**src/rtl/cxs_pkg.sv**
```systemverilog
package cxs_pkg;

    // Link state of one engine-side crossbar port.
    typedef enum logic [1:0] {
        LK_FREE   = 2'd0,
        LK_LAUNCH = 2'd1,
        LK_HOLD   = 2'd2
    } link_state_e;

endpackage

```
**src/rtl/cxs_mux_tree.sv**
```systemverilog
// N:1 selector built as a complete binary tree of 2:1 muxes.
// Heap layout: node i has children 2i+1 and 2i+2; leaves sit at N-1+j.
module cxs_mux_tree #(
    parameter int N  = 8,
    parameter int DW = 24,
    localparam int LG = $clog2(N),
    localparam int NODES = 2 * N - 1
) (
    input  logic [N*DW-1:0] in_flat,
    input  logic [LG-1:0]   sel,
    output logic [DW-1:0]   out
);

    logic [DW-1:0] node [NODES];

    genvar j;
    generate
        for (j = 0; j < N; j++) begin : g_leaf
            assign node[N - 1 + j] = in_flat[j*DW +: DW];
        end
        for (j = 0; j < N - 1; j++) begin : g_inner
            // Depth below the root selects which select bit steers this node.
            localparam int DEPTH = $clog2(j + 2) - 1;
            assign node[j] = sel[LG - 1 - DEPTH] ? node[2*j + 2] : node[2*j + 1];
        end
    endgenerate

    assign out = node[0];

endmodule

```
**src/rtl/cxs_req_fifo.sv**
```systemverilog
// Per-channel request queue.
module cxs_req_fifo #(
    parameter int W     = 8,
    parameter int DEPTH = 4,
    localparam int PW = $clog2(DEPTH),
    localparam int CW = $clog2(DEPTH + 1)
) (
    input  logic         clk,
    input  logic         rst_n,
    input  logic         push,
    input  logic [W-1:0] din,
    input  logic         pop,
    output logic [W-1:0] dout,
    output logic         not_empty,
    output logic         not_full
);

    logic [W-1:0]  mem [DEPTH];
    logic [PW-1:0] wr_ptr, rd_ptr;
    logic [CW-1:0] count;
    logic          do_push, do_pop;

    assign not_empty = (count != '0);
    assign not_full  = (count != CW'(DEPTH));
    assign do_push   = push && not_full;
    assign do_pop    = pop && not_empty;
    assign dout      = mem[rd_ptr];

    function automatic logic [PW-1:0] bump(input logic [PW-1:0] p);
        return (p == PW'(DEPTH - 1)) ? '0 : p + PW'(1);
    endfunction

    always_ff @(posedge clk or negedge rst_n) begin
        if (!rst_n) begin
            wr_ptr <= '0;
            rd_ptr <= '0;
            count  <= '0;
        end else begin
            if (do_push) wr_ptr <= bump(wr_ptr);
            if (do_pop)  rd_ptr <= bump(rd_ptr);
            if (do_push && !do_pop)      count <= count + CW'(1);
            else if (do_pop && !do_push) count <= count - CW'(1);
        end
    end

    always_ff @(posedge clk) begin
        if (do_push) mem[wr_ptr] <= din;
    end

    // the scheduler never pops an empty queue
    a_r2_pop_nonempty: assert property (@(posedge clk) disable iff (!rst_n)
        pop |-> not_empty);
    // occupancy stays within the queue depth
    a_r2_count_bound: assert property (@(posedge clk) disable iff (!rst_n)
        count <= CW'(DEPTH));

endmodule

```
**src/rtl/cxs_sched.sv**
```systemverilog
// Oldest-first arbiter plus one link state machine per engine.
module cxs_sched
    import cxs_pkg::*;
#(
    parameter int N    = 8,
    parameter int SEQW = 16,
    localparam int LG = $clog2(N)
) (
    input  logic            clk,
    input  logic            rst_n,
    input  logic [N-1:0]    head_valid,
    input  logic [N*LG-1:0] head_dest,
    input  logic [N*SEQW-1:0] head_stamp,
    input  logic [SEQW-1:0] seq_now,
    input  logic [N-1:0]    ctl_busy,
    output logic [N-1:0]    pop,
    output logic [N-1:0]    ctl_start,
    output logic [N-1:0]    ctl_conn,
    output logic [N*LG-1:0] ctl_owner,
    output logic [N-1:0]    ch_grant,
    output logic [N-1:0]    ch_conn,
    output logic [N*LG-1:0] ch_peer
);

    link_state_e  state_q [N];
    link_state_e  state_d [N];
    logic [LG-1:0] owner_q [N];
    logic [LG-1:0] peer_q  [N];
    logic [N-1:0]  conn_q;
    logic [N-1:0]  grant_q;
    logic [N-1:0]  hit;
    logic [N-1:0]  release_k;

    // ---------------- arbitration ----------------
    logic          found;
    logic [LG-1:0] best_ch;
    logic [LG-1:0] best_dest;
    logic [SEQW-1:0] best_age;
    logic [SEQW-1:0] age_c;
    logic [LG-1:0] dest_c;
    logic          elig_c;

    always_comb begin
        found     = 1'b0;
        best_ch   = '0;
        best_dest = '0;
        best_age  = '0;
        age_c     = '0;
        dest_c    = '0;
        elig_c    = 1'b0;
        for (int c = 0; c < N; c++) begin
            dest_c = head_dest[c*LG +: LG];
            age_c  = seq_now - head_stamp[c*SEQW +: SEQW];
            elig_c = head_valid[c] && !conn_q[c] &&
                     (state_q[dest_c] == LK_FREE) && !ctl_busy[dest_c];
            // strict compare: on equal age the lower channel keeps the grant
            if (elig_c && (!found || age_c > best_age)) begin
                found     = 1'b1;
                best_ch   = LG'(c);
                best_dest = dest_c;
                best_age  = age_c;
            end
        end
    end

    always_comb begin
        pop = '0;
        if (found) pop[best_ch] = 1'b1;
    end

    // ---------------- per-engine link FSM ----------------
    genvar k;
    generate
        for (k = 0; k < N; k++) begin : g_link
            assign hit[k]       = found && (best_dest == LG'(k));
            assign release_k[k] = (state_q[k] == LK_HOLD) && !ctl_busy[k];

            always_comb begin
                unique case (state_q[k])
                    LK_FREE:   state_d[k] = hit[k] ? LK_LAUNCH : LK_FREE;
                    LK_LAUNCH: state_d[k] = LK_HOLD;
                    LK_HOLD:   state_d[k] = ctl_busy[k] ? LK_HOLD : LK_FREE;
                    default:   state_d[k] = LK_FREE;
                endcase
            end

            // the strobe lasts one cycle
            a_r6_start_pulse: assert property (@(posedge clk) disable iff (!rst_n)
                ctl_start[k] |=> !ctl_start[k]);
            // a new connection always begins with a start strobe
            a_r3_conn_starts: assert property (@(posedge clk) disable iff (!rst_n)
                $rose(ctl_conn[k]) |-> ctl_start[k]);
            // idle in HOLD tears the connection down at the next edge
            a_r9_release: assert property (@(posedge clk) disable iff (!rst_n)
                release_k[k] |=> !ctl_conn[k]);
        end
    endgenerate

    // state register
    always_ff @(posedge clk or negedge rst_n) begin
        if (!rst_n) begin
            for (int i = 0; i < N; i++) state_q[i] <= LK_FREE;
        end else begin
            for (int i = 0; i < N; i++) state_q[i] <= state_d[i];
        end
    end

    // ownership and channel bookkeeping
    always_ff @(posedge clk or negedge rst_n) begin
        if (!rst_n) begin
            conn_q  <= '0;
            grant_q <= '0;
            for (int i = 0; i < N; i++) begin
                owner_q[i] <= '0;
                peer_q[i]  <= '0;
            end
        end else begin
            grant_q <= pop;
            for (int i = 0; i < N; i++) begin
                if (hit[i]) owner_q[i] <= best_ch;
                if (pop[i]) begin
                    conn_q[i] <= 1'b1;
                    peer_q[i] <= best_dest;
                end else if (conn_q[i] && release_k[peer_q[i]]) begin
                    conn_q[i] <= 1'b0;
                end
            end
        end
    end

    // outputs
    always_comb begin
        for (int i = 0; i < N; i++) begin
            ctl_start[i] = (state_q[i] == LK_LAUNCH);
            ctl_conn[i]  = (state_q[i] != LK_FREE);
            ctl_owner[i*LG +: LG] = owner_q[i];
            ch_peer[i*LG +: LG]   = peer_q[i];
        end
        ch_grant = grant_q;
        ch_conn  = conn_q;
    end

    // at most one launch per cycle
    a_r5_single_launch: assert property (@(posedge clk) disable iff (!rst_n)
        $onehot0(ctl_start));

    // each connected channel points at an engine that points back to it
    generate
        for (k = 0; k < N; k++) begin : g_chk
            a_r4_peer_match: assert property (@(posedge clk) disable iff (!rst_n)
                ch_conn[k] |-> (ctl_conn[peer_q[k]] && owner_q[peer_q[k]] == LG'(k)));
        end
    endgenerate

endmodule

```
**src/rtl/chan_xbar_scheduler.sv**
```systemverilog
module chan_xbar_scheduler #(
    parameter int N_CH    = 8,
    parameter int DATA_W  = 24,
    parameter int Q_DEPTH = 4,
    parameter int SEQ_W   = 16,
    localparam int LG = $clog2(N_CH),
    localparam int QW = LG + SEQ_W
) (
    input  logic                   clk,
    input  logic                   rst_n,
    input  logic [N_CH-1:0]        req_valid,
    input  logic [N_CH*LG-1:0]     req_dest,
    output logic [N_CH-1:0]        req_ready,
    input  logic [N_CH*DATA_W-1:0] ch_data,
    output logic [N_CH*DATA_W-1:0] ch_rdata,
    output logic [N_CH-1:0]        ch_grant,
    output logic [N_CH*DATA_W-1:0] ctl_data,
    input  logic [N_CH*DATA_W-1:0] ctl_rdata,
    output logic [N_CH-1:0]        ctl_start,
    input  logic [N_CH-1:0]        ctl_busy
);

    logic [SEQ_W-1:0]      seq_q;
    logic [N_CH-1:0]       push;
    logic [N_CH-1:0]       pop;
    logic [N_CH-1:0]       head_valid;
    logic [N_CH*LG-1:0]    head_dest;
    logic [N_CH*SEQ_W-1:0] head_stamp;
    logic [N_CH-1:0]       ctl_conn;
    logic [N_CH-1:0]       ch_conn;
    logic [N_CH*LG-1:0]    ctl_owner;
    logic [N_CH*LG-1:0]    ch_peer;
    logic [DATA_W-1:0]     fwd_raw [N_CH];
    logic [DATA_W-1:0]     ret_raw [N_CH];

    assign push = req_valid & req_ready;

    // Global arrival stamp: one value per accepting cycle.
    always_ff @(posedge clk or negedge rst_n) begin
        if (!rst_n)     seq_q <= '0;
        else if (|push) seq_q <= seq_q + SEQ_W'(1);
    end

    genvar c;
    generate
        for (c = 0; c < N_CH; c++) begin : g_ch
            logic [QW-1:0] q_out;

            cxs_req_fifo #(.W(QW), .DEPTH(Q_DEPTH)) u_q (
                .clk       (clk),
                .rst_n     (rst_n),
                .push      (push[c]),
                .din       ({req_dest[c*LG +: LG], seq_q}),
                .pop       (pop[c]),
                .dout      (q_out),
                .not_empty (head_valid[c]),
                .not_full  (req_ready[c])
            );
            assign head_dest[c*LG +: LG]        = q_out[QW-1 -: LG];
            assign head_stamp[c*SEQ_W +: SEQ_W] = q_out[SEQ_W-1:0];

            // engine-bound path for engine c
            cxs_mux_tree #(.N(N_CH), .DW(DATA_W)) u_fwd (
                .in_flat (ch_data),
                .sel     (ctl_owner[c*LG +: LG]),
                .out     (fwd_raw[c])
            );
            assign ctl_data[c*DATA_W +: DATA_W] = ctl_conn[c] ? fwd_raw[c] : '0;

            // channel-bound path for channel c
            cxs_mux_tree #(.N(N_CH), .DW(DATA_W)) u_ret (
                .in_flat (ctl_rdata),
                .sel     (ch_peer[c*LG +: LG]),
                .out     (ret_raw[c])
            );
            assign ch_rdata[c*DATA_W +: DATA_W] = ch_conn[c] ? ret_raw[c] : '0;
        end
    endgenerate

    cxs_sched #(.N(N_CH), .SEQW(SEQ_W)) u_sched (
        .clk        (clk),
        .rst_n      (rst_n),
        .head_valid (head_valid),
        .head_dest  (head_dest),
        .head_stamp (head_stamp),
        .seq_now    (seq_q),
        .ctl_busy   (ctl_busy),
        .pop        (pop),
        .ctl_start  (ctl_start),
        .ctl_conn   (ctl_conn),
        .ctl_owner  (ctl_owner),
        .ch_grant   (ch_grant),
        .ch_conn    (ch_conn),
        .ch_peer    (ch_peer)
    );

    // a channel grant coincides with some engine start
    a_r6_grant_with_start: assert property (@(posedge clk) disable iff (!rst_n)
        (|ch_grant) |-> (|ctl_start));
    // connected channels and connected engines are equal in number
    a_r8_conn_balance: assert property (@(posedge clk) disable iff (!rst_n)
        $countones(ch_conn) == $countones(ctl_conn));

endmodule

```
**config.mk**
```make
export PLATFORM = sky130hd
export DESIGN_NAME = chan_xbar_scheduler
export DESIGN_NICKNAME = d
export VERILOG_FILES = /design/src/rtl/cxs_pkg.sv /design/src/rtl/cxs_mux_tree.sv /design/src/rtl/cxs_req_fifo.sv /design/src/rtl/cxs_sched.sv /design/src/rtl/chan_xbar_scheduler.sv
export SDC_FILE = /design/constraint.sdc
export NUM_CORES = 2
export LEC_CHECK = 0
export BUFFER_PORTS_ARGS = -buffer_cell sky130_fd_sc_hd__buf_2
export CORE_UTILIZATION = 35
export CTS_CLUSTER_DIAMETER = 100
export DETAILED_ROUTE_END_ITERATION = 16
export SYNTH_ARGS = -nofsm -noshare
export SYNTH_HDL_FRONTEND = slang
export SYNTH_SLANG_ARGS = --single-unit
```
**constraint.sdc**
```tcl
create_clock -name clk -period 53.8 [get_ports clk]
set_input_delay 5.38 -clock clk [delete_from_list [all_inputs] [get_ports clk]]
set_output_delay 5.38 -clock clk [all_outputs]
set_load 0.03 [all_outputs]
```
* After elaboration in Yosys (flattened, before gate mapping)
Memory sizes are Yosys's and may differ from the RTL's.
Cells that the tools add are included.
** Word-level totals
- Memory bits (writable) :: 608
- Input port bits :: 426
- Memories :: 8
- Register bits after elaboration :: 152
- Output and inout bits :: 408
- Word-level logic and storage cells :: 693
** Memories
- g_ch[0].u_q.mem :: depth 4, width 19, rd ports 1, clocked after Yosys merged registers in 0, write ports 1, line cxs_req_fifo.sv:18 : logic [W-1:0] mem [DEPTH];
- g_ch[1].u_q.mem :: depth 4, width 19, rd ports 1, clocked after Yosys merged registers in 0, write ports 1, line cxs_req_fifo.sv:18
- g_ch[2].u_q.mem :: depth 4, width 19, rd ports 1, clocked after Yosys merged registers in 0, write ports 1, line cxs_req_fifo.sv:18
- g_ch[3].u_q.mem :: depth 4, width 19, rd ports 1, clocked after Yosys merged registers in 0, write ports 1, line cxs_req_fifo.sv:18
- g_ch[4].u_q.mem :: depth 4, width 19, rd ports 1, clocked after Yosys merged registers in 0, write ports 1, line cxs_req_fifo.sv:18
- g_ch[5].u_q.mem :: depth 4, width 19, rd ports 1, clocked after Yosys merged registers in 0, write ports 1, line cxs_req_fifo.sv:18
- +2 memories
** Cells by class
- Multiplexer cells :: 305
- Bitwise operators :: 9
- Reduce and logical (&&, ||, !) cells :: 192
- Equality and inequality tests :: 47
- $add $sub $neg :: 41
- Magnitude comparators :: 33
** Operators by type and width (count)
- $mux W24 :: 128
- $sub A16 B16 Y16 :: 8
- $gt A16 B16 Y1 :: 7
- $mux W16 :: 7
- $logic_and A1 B1 Y1 :: 88
- $mux W2 :: 42
- $mux W3 :: 28
- $lt A3 B4 Y1 const B :: 17
- $mux W1 :: 66
- $bmux W1 S3 :: 16
- $bmux W2 S3 :: 8
- $eq A2 B2 Y1 const B :: 24
- $pmux W2 S3 :: 8
- $reduce_bool A2 Y1 :: 24
- $logic_not A1 Y1 :: 47
- $add A2 B1 Y2 const B :: 16
- $ge A4 B4 Y1 const B :: 8
- $logic_not A2 Y1 :: 16
- $not A3 Y4 :: 8
- $add A3 B1 Y3 const B :: 8
- $ne A3 B3 Y1 const B :: 8
- $reduce_bool A3 Y1 :: 8
- $sub A3 B1 Y3 const B :: 8
- $add A16 B1 Y16 const B :: 1
- 11 further kinds :: 28

* Depth between registers and ports, before layout
An unclocked memory read counts as a cell.
- Word-level depth :: 46
- Depth in mapped cells :: 106

* Modules after synthesis
A second synthesis with hierarchy kept.
** Second synthesis, totals
- Cells, all modules :: 4733
- Area, all modules :: 67443.4 µm²
** Modules (own cells, without submodules)
- cxs_req_fifo :: area each 3220.6 µm², sequential area each 2457.4 µm², cells each 136, instances 8
- cxs_mux_tree :: area each 1492.7 µm², sequential area each 0.0 µm², cells each 85, instances 16
- cxs_sched :: area each 14360.0 µm², sequential area each 2001.9 µm², cells each 1791, instances 1
- chan_xbar_scheduler :: area each 3435.8 µm², sequential area each 400.4 µm², cells each 494, instances 1

* Worst setup path before layout
No wires, ideal clock.
- Path type :: input port to flip-flop
- Start :: input ctl_busy[7]
- End :: register g_ch[0].u_q.count[1]
- Setup slack :: 30753 ps
- Data arrival time :: 22922 ps
- Stages :: 90
- Path through :: nor3_1 > mux2i_1 > mux2i_1 > a32o_1 > clkbuf_1 > buf_1 > nand2_1 > ha_1 > a21oi_1 > nand2_1 > a221o_1 > o31a_1 > o21ai_1 > clkbuf_1 > nand4_1 > and3_1 > ha_1 > a21o_1 > [... 54 more ...] > o21ai_0 > ha_1 > nor2b_1 > o21a_1 > o21a_1 > o21ai_0 > a211o_1 > a211o_1 > o21ai_1 > or2_1 > nor2_1 > nand2_1 > nor3_2 > inv_1 > ha_1 > inv_1 > fa_1 > mux2_2
** Between the ends
- Cells in the longest elaborated chain, start to end :: 42
** Ends and longest elaborated chain
- from (decl) :: line chan_xbar_scheduler.sv:20 : input logic [N_CH-1:0] ctl_busy
- $bmux W1 S3 :: line cxs_sched.sv:55 : (state_q[dest_c] == LK_FREE) && !ctl_busy[dest_c];
- $mux W1 (implied by the code) :: line cxs_sched.sv:55
- $logic_not A1 Y1 :: line cxs_sched.sv:55
- $logic_and A1 B1 Y1 :: line cxs_sched.sv:55
- $mux W16 or $mux W1 (tied branches) :: line cxs_sched.sv:57 : if (elig_c && (!found || age_c > best_age)) begin
- $gt A16 B16 Y1 or $logic_not A1 Y1 (tied branches) :: line cxs_sched.sv:57
- $logic_or A1 B1 Y1 :: line cxs_sched.sv:57
- $logic_and A1 B1 Y1 :: line cxs_sched.sv:57
- [... 27 more ...]
- $mux W1 (implied by the code) :: line cxs_sched.sv:68 : if (found) pop[best_ch] = 1'b1;
- $demux W1 S3
- $mux W8 (*) :: line cxs_sched.sv:68
- net g_ch[0].u_q.pop :: line cxs_req_fifo.sv:12 : input logic pop,
- $logic_and A1 B1 Y1 (*) :: line cxs_req_fifo.sv:26 : assign do_pop = pop && not_empty;
- $logic_not A1 Y1 :: line cxs_req_fifo.sv:41 : if (do_push && !do_pop) count <= count + CW'(1);
- $logic_and A1 B1 Y1 :: line cxs_req_fifo.sv:41
- $mux W3 or $reduce_bool A2 Y1 (tied branches)
- to (signal assigned) :: line cxs_req_fifo.sv:41
- to (signal assigned) :: line cxs_req_fifo.sv:42 : else if (do_pop && !do_push) count <= count - CW'(1);
- to (decl) :: line cxs_req_fifo.sv:20 : logic [CW-1:0] count;
Mark *: on every way through the listed nets, which the timed path passes. The rest lies on a longest branch. The select of a mux whose other input is x is not followed.
A chain may end at the register's enable or synchronous reset.

* Worst setup path after layout
- Start :: input ctl_busy[4]
- End :: register g_ch[0].u_q.count[1]
Same word-level chain as after synthesis.

==> flow_summary.yaml <==
status:
  outcome: "finished clean"
die:
  std_cell_rows: 156
  die_area_um2: 185000
  die_h_um: 430
  core_area_um2: 181000
  initial_core_util_pct: 35.3
  chipWidth_um: 430
  io_pins: 834
synth:
  synth-main-ff-cell: "sky130_fd_sc_hd__edfxtp_1"
  synth.avg_cell_area_um2: 13.5
  synth_simple_gate_area_share_pct: 8.36
  ys_async_rst_share_pct: 20.0
  main_combinational_cell_family_by_area_after_synthesis: "multiplexers"
  synth_sequential_area_ratio_pct: 34.4
  number_of_enable_type_register_cells_in_the_synthesized_netlist: 608
  yosys-mux-area-fraction_pct: 40.9
  synth_unique_cells: 88
  syn-num-nets: 5468
  synth_seq_cells: 760
  mappedNetlistArea_um2: 64100
  synthXorXnorAreaFrac_pct: 1.80
  synth_compound_area_share_pct: 4.93
  synthDominantAreaCellType: "sky130_fd_sc_hd__mux4_2"
  synth_warn: 0
  synth.area.top_cells: "sky130_fd_sc_hd__mux4_2 (33%), sky130_fd_sc_hd__edfxtp_1 (29%), sky130_fd_sc_hd__mux2i_1 (6.8%)"
  synth_top_area_share_pct: 32.9
  yosys.area_share.adder_pct: 6.01
  postSynthCellCount: 4744
global_route:
  grt.overflow.total: 0
  largest_net_degree_at_the_start_of_global_routing: 62
  vias_in_the_first_global_route: 48100
  grt_pass1_wl_um: 353000
  antenna_violations_before_repair: 102
  grt_util_all_layers_pct: 26.2
clocking:
  post_cts.resized_instances: 0
  max-clock-path-buffers: 3
  clock-sinks: 760
  clock_insertion_delay_worst_skew_ns: 0.66
  cts-buffers-inserted: 80
  postCtsSetupBuffers: 0
  ctsRootBufferMaster: "sky130_fd_sc_hd__clkbuf_16"
  htreeDepth: 3
  clkTransAtPathRegs_ns: 0.06
  ctsHoldBuffers: 0
  clock_tree_from_tritoncts: "built"
routing:
  vias_per_cell: 6.26
  avgRoutedWirePerCell_um: 31.1
  drt_pre_antenna_iters: 6
  final_antenna_net_count: 0
  detailroute.via_count: 49700
  initial_drc_count: 5656
  wirelength_um: 247000
  remaining_design_rule_violation_count: 0
sta:
  setup_repair_after_global_routing_missed_its_margin: "no"
  total_setup_violations_reported_at_the_end_of_the_flow: 0
  slew_violations: 0
  max_freq_ghz: 0.0383
  finalClockSkew_ns: 0.0292
  hold_viol: 0
  min_period_over_period_pct: 48.5
  timing_worst_slew_pin_value_ns: 1.24
  final_period_minus_worst_setup_slack_ns: 26.12
  fin_setup_tns_ns: 0
  slew_headroom_pct: 16.9
worst_hold_path:
  min-delay-path-class: "register to register"
critical_path:
  critical-path-top-cell-by-count: "sky130_fd_sc_hd__ha_1"
  crit_path_top_delay_cell: "sky130_fd_sc_hd__o21ai_1"
  worst_setup_path_start_kind: "input pin"
  path_max_fanout: 40
  worstPathArrival_ns: 26.65
  cp_data_required_time_ns: 54.33
  cp_endpoint_kind: "register"
  critical-path-max-stage-delay_ns: 0.86
  critical_path_class: "input pin to register"
finish:
  postLayoutCoreUtil_pct: 40.6
  layout-area-overhead-vs-synth_pct: 15.1
  final_nets: 6155
  drive_gt1_share_pct: 39.3
placement:
  detailed_place_hpwl_um: 173000
  port-buffer-count: 833
  last_weighted_congestion_value_of_the_routability_driven_placer: 0.980
flow_run:
  timing.max_cap.violations: 0
## path summary, 6_finish.rpt
check                      slack, ns                     to                   from  cells past startpoint
setup / recovery               27.68   g_ch[0].u_q.count[1]            ctl_busy[4]                     76
hold / removal                  0.50   g_ch[5].u_q.count[2]   g_ch[5].u_q.count[2]                      1
setup reg to reg               30.86   g_ch[0].u_q.count[1]  g_ch[0].u_q.rd_ptr[1]                     82
hold reg to reg                 0.50   g_ch[5].u_q.count[2]   g_ch[5].u_q.count[2]                      1
max in group asynchronous      46.96     u_sched.ch_peer[3]                  rst_n                      3
min in group asynchronous       4.68  g_ch[4].u_q.wr_ptr[1]                  rst_n                      1
## Yosys cell counts, drive strengths merged, types with 11 or more instances
| library cell | number |
|---|---|
| nand2b | 18 |
| o21a | 27 |
| a21oi | 114 |
| mux2 | 66 |
| nand3 | 43 |
| o211ai | 15 |
| xor2 | 48 |
| and3 | 52 |
| nor2 | 359 |
| or2 | 11 |
| fa | 16 |
| mux4 | 937 |
| mux2i | 437 |
| edfxtp | 608 |
| dfrtp | 152 |
| a211oi | 19 |
| clkbuf | 190 |
| a211o | 18 |
| nand3b | 18 |
| o21bai | 14 |
| and2 | 24 |
| nor3b | 11 |
| nand4 | 35 |
| xnor2 | 84 |
| ha | 282 |
| a21boi | 15 |
| nor3 | 54 |
| o21ai | 100 |
| nand2 | 172 |
| inv | 244 |
| a21o | 65 |
| buf | 148 |
| nor2b | 226 |
| or3 | 21 |
## final cells by class
class / instances / area [um^2]
Fill cell: 17000 / 108000
Multi-Input combinational cell: 3402 / 39800
Antenna cell: 88 / 220
Clock buffer: 101 / 2150
Sequential cell: 760 / 22200
Timing Repair Buffer: 943 / 5000
Inverter: 244 / 918
Clock inverter: 45 / 473
Tap cell: 2370 / 2970
## placed cells by master (no fill, tap or decap), drive strengths merged, types with 14 or more instances in the layout
cell,synthesis,layout
o211ai,15,15
or3,21,21
nand2b,18,18
and2,24,24
a21oi,114,114
diode,0,88
ha,282,282
dfrtp,152,152
clkinv,0,30
o21ai,100,100
inv,244,250
nand3b,18,18
buf,148,942
mux4,937,937
and3,52,52
clkbuf,190,102
edfxtp,608,608
mux2,66,66
a21o,65,65
o21bai,14,14
nand3,43,43
nand4,35,35
nand2,172,172
a211oi,19,19
nor2b,226,226
xnor2,84,84
o21a,27,27
nor2,359,359
fa,16,16
a21boi,15,15
nor3,54,54
mux2i,437,437
a211o,18,18
xor2,48,48
## worst max-delay path: cells and delay by family
kind	cells	cell delay, ns
adders and majority gates	9	2.82
AOI/OAI and AO/OA	32	10.43
buffers and inverters	8	1.54
and+or+nand+nor	21	4.53
muxes	6	1.90
## layer usage
metal  wire length [um]  track usage, %  up-vias
met4              15300            15.7       22
met1              94900            33.7    25600
li1                   -               -    20500
met2             114000            40.3     3086
met5                139               0        -
met3              22600            5.81      629
## stage by stage
stage                     worst slack, ns  hold slack (ns)  area, um^2  instances
after floorplan                     30.75            0.464       64100       4744
after global placement              27.65            0.480       70900       7719
after detailed placement            27.34            0.483       70900       7719
after CTS                           27.91            0.495       73500       7865
after global routing                25.94            0.515       73700       7934
final                               27.68            0.498       73700       7953
## state kept, by name, indices dropped and copies added (netlist names)
register and cells:
u_sched.ctl_owner 24, u_sched.ch_conn 8, seq_q 16, g_ch.u_q.wr_ptr 16, g_ch.u_q.rd_ptr 16, u_sched.ch_grant 8, u_sched.ch_peer 24, g_ch.u_q.count 24
u_sched.state_q 16, g_ch.u_q.mem 608
## kinds of logic after synthesis
logic type                 count (synthesis)
buffers and inverters                    582
DFF                                      760
adders and majority gates                298
and+or+nand+nor                         1065
xor gates and xnor gates                 132
muxes                                   1440
AOI/OAI and AO/OA                        467
Power is not shown: default switching activity piles up to over one toggle a cycle in this logic, so the estimate is an artifact.
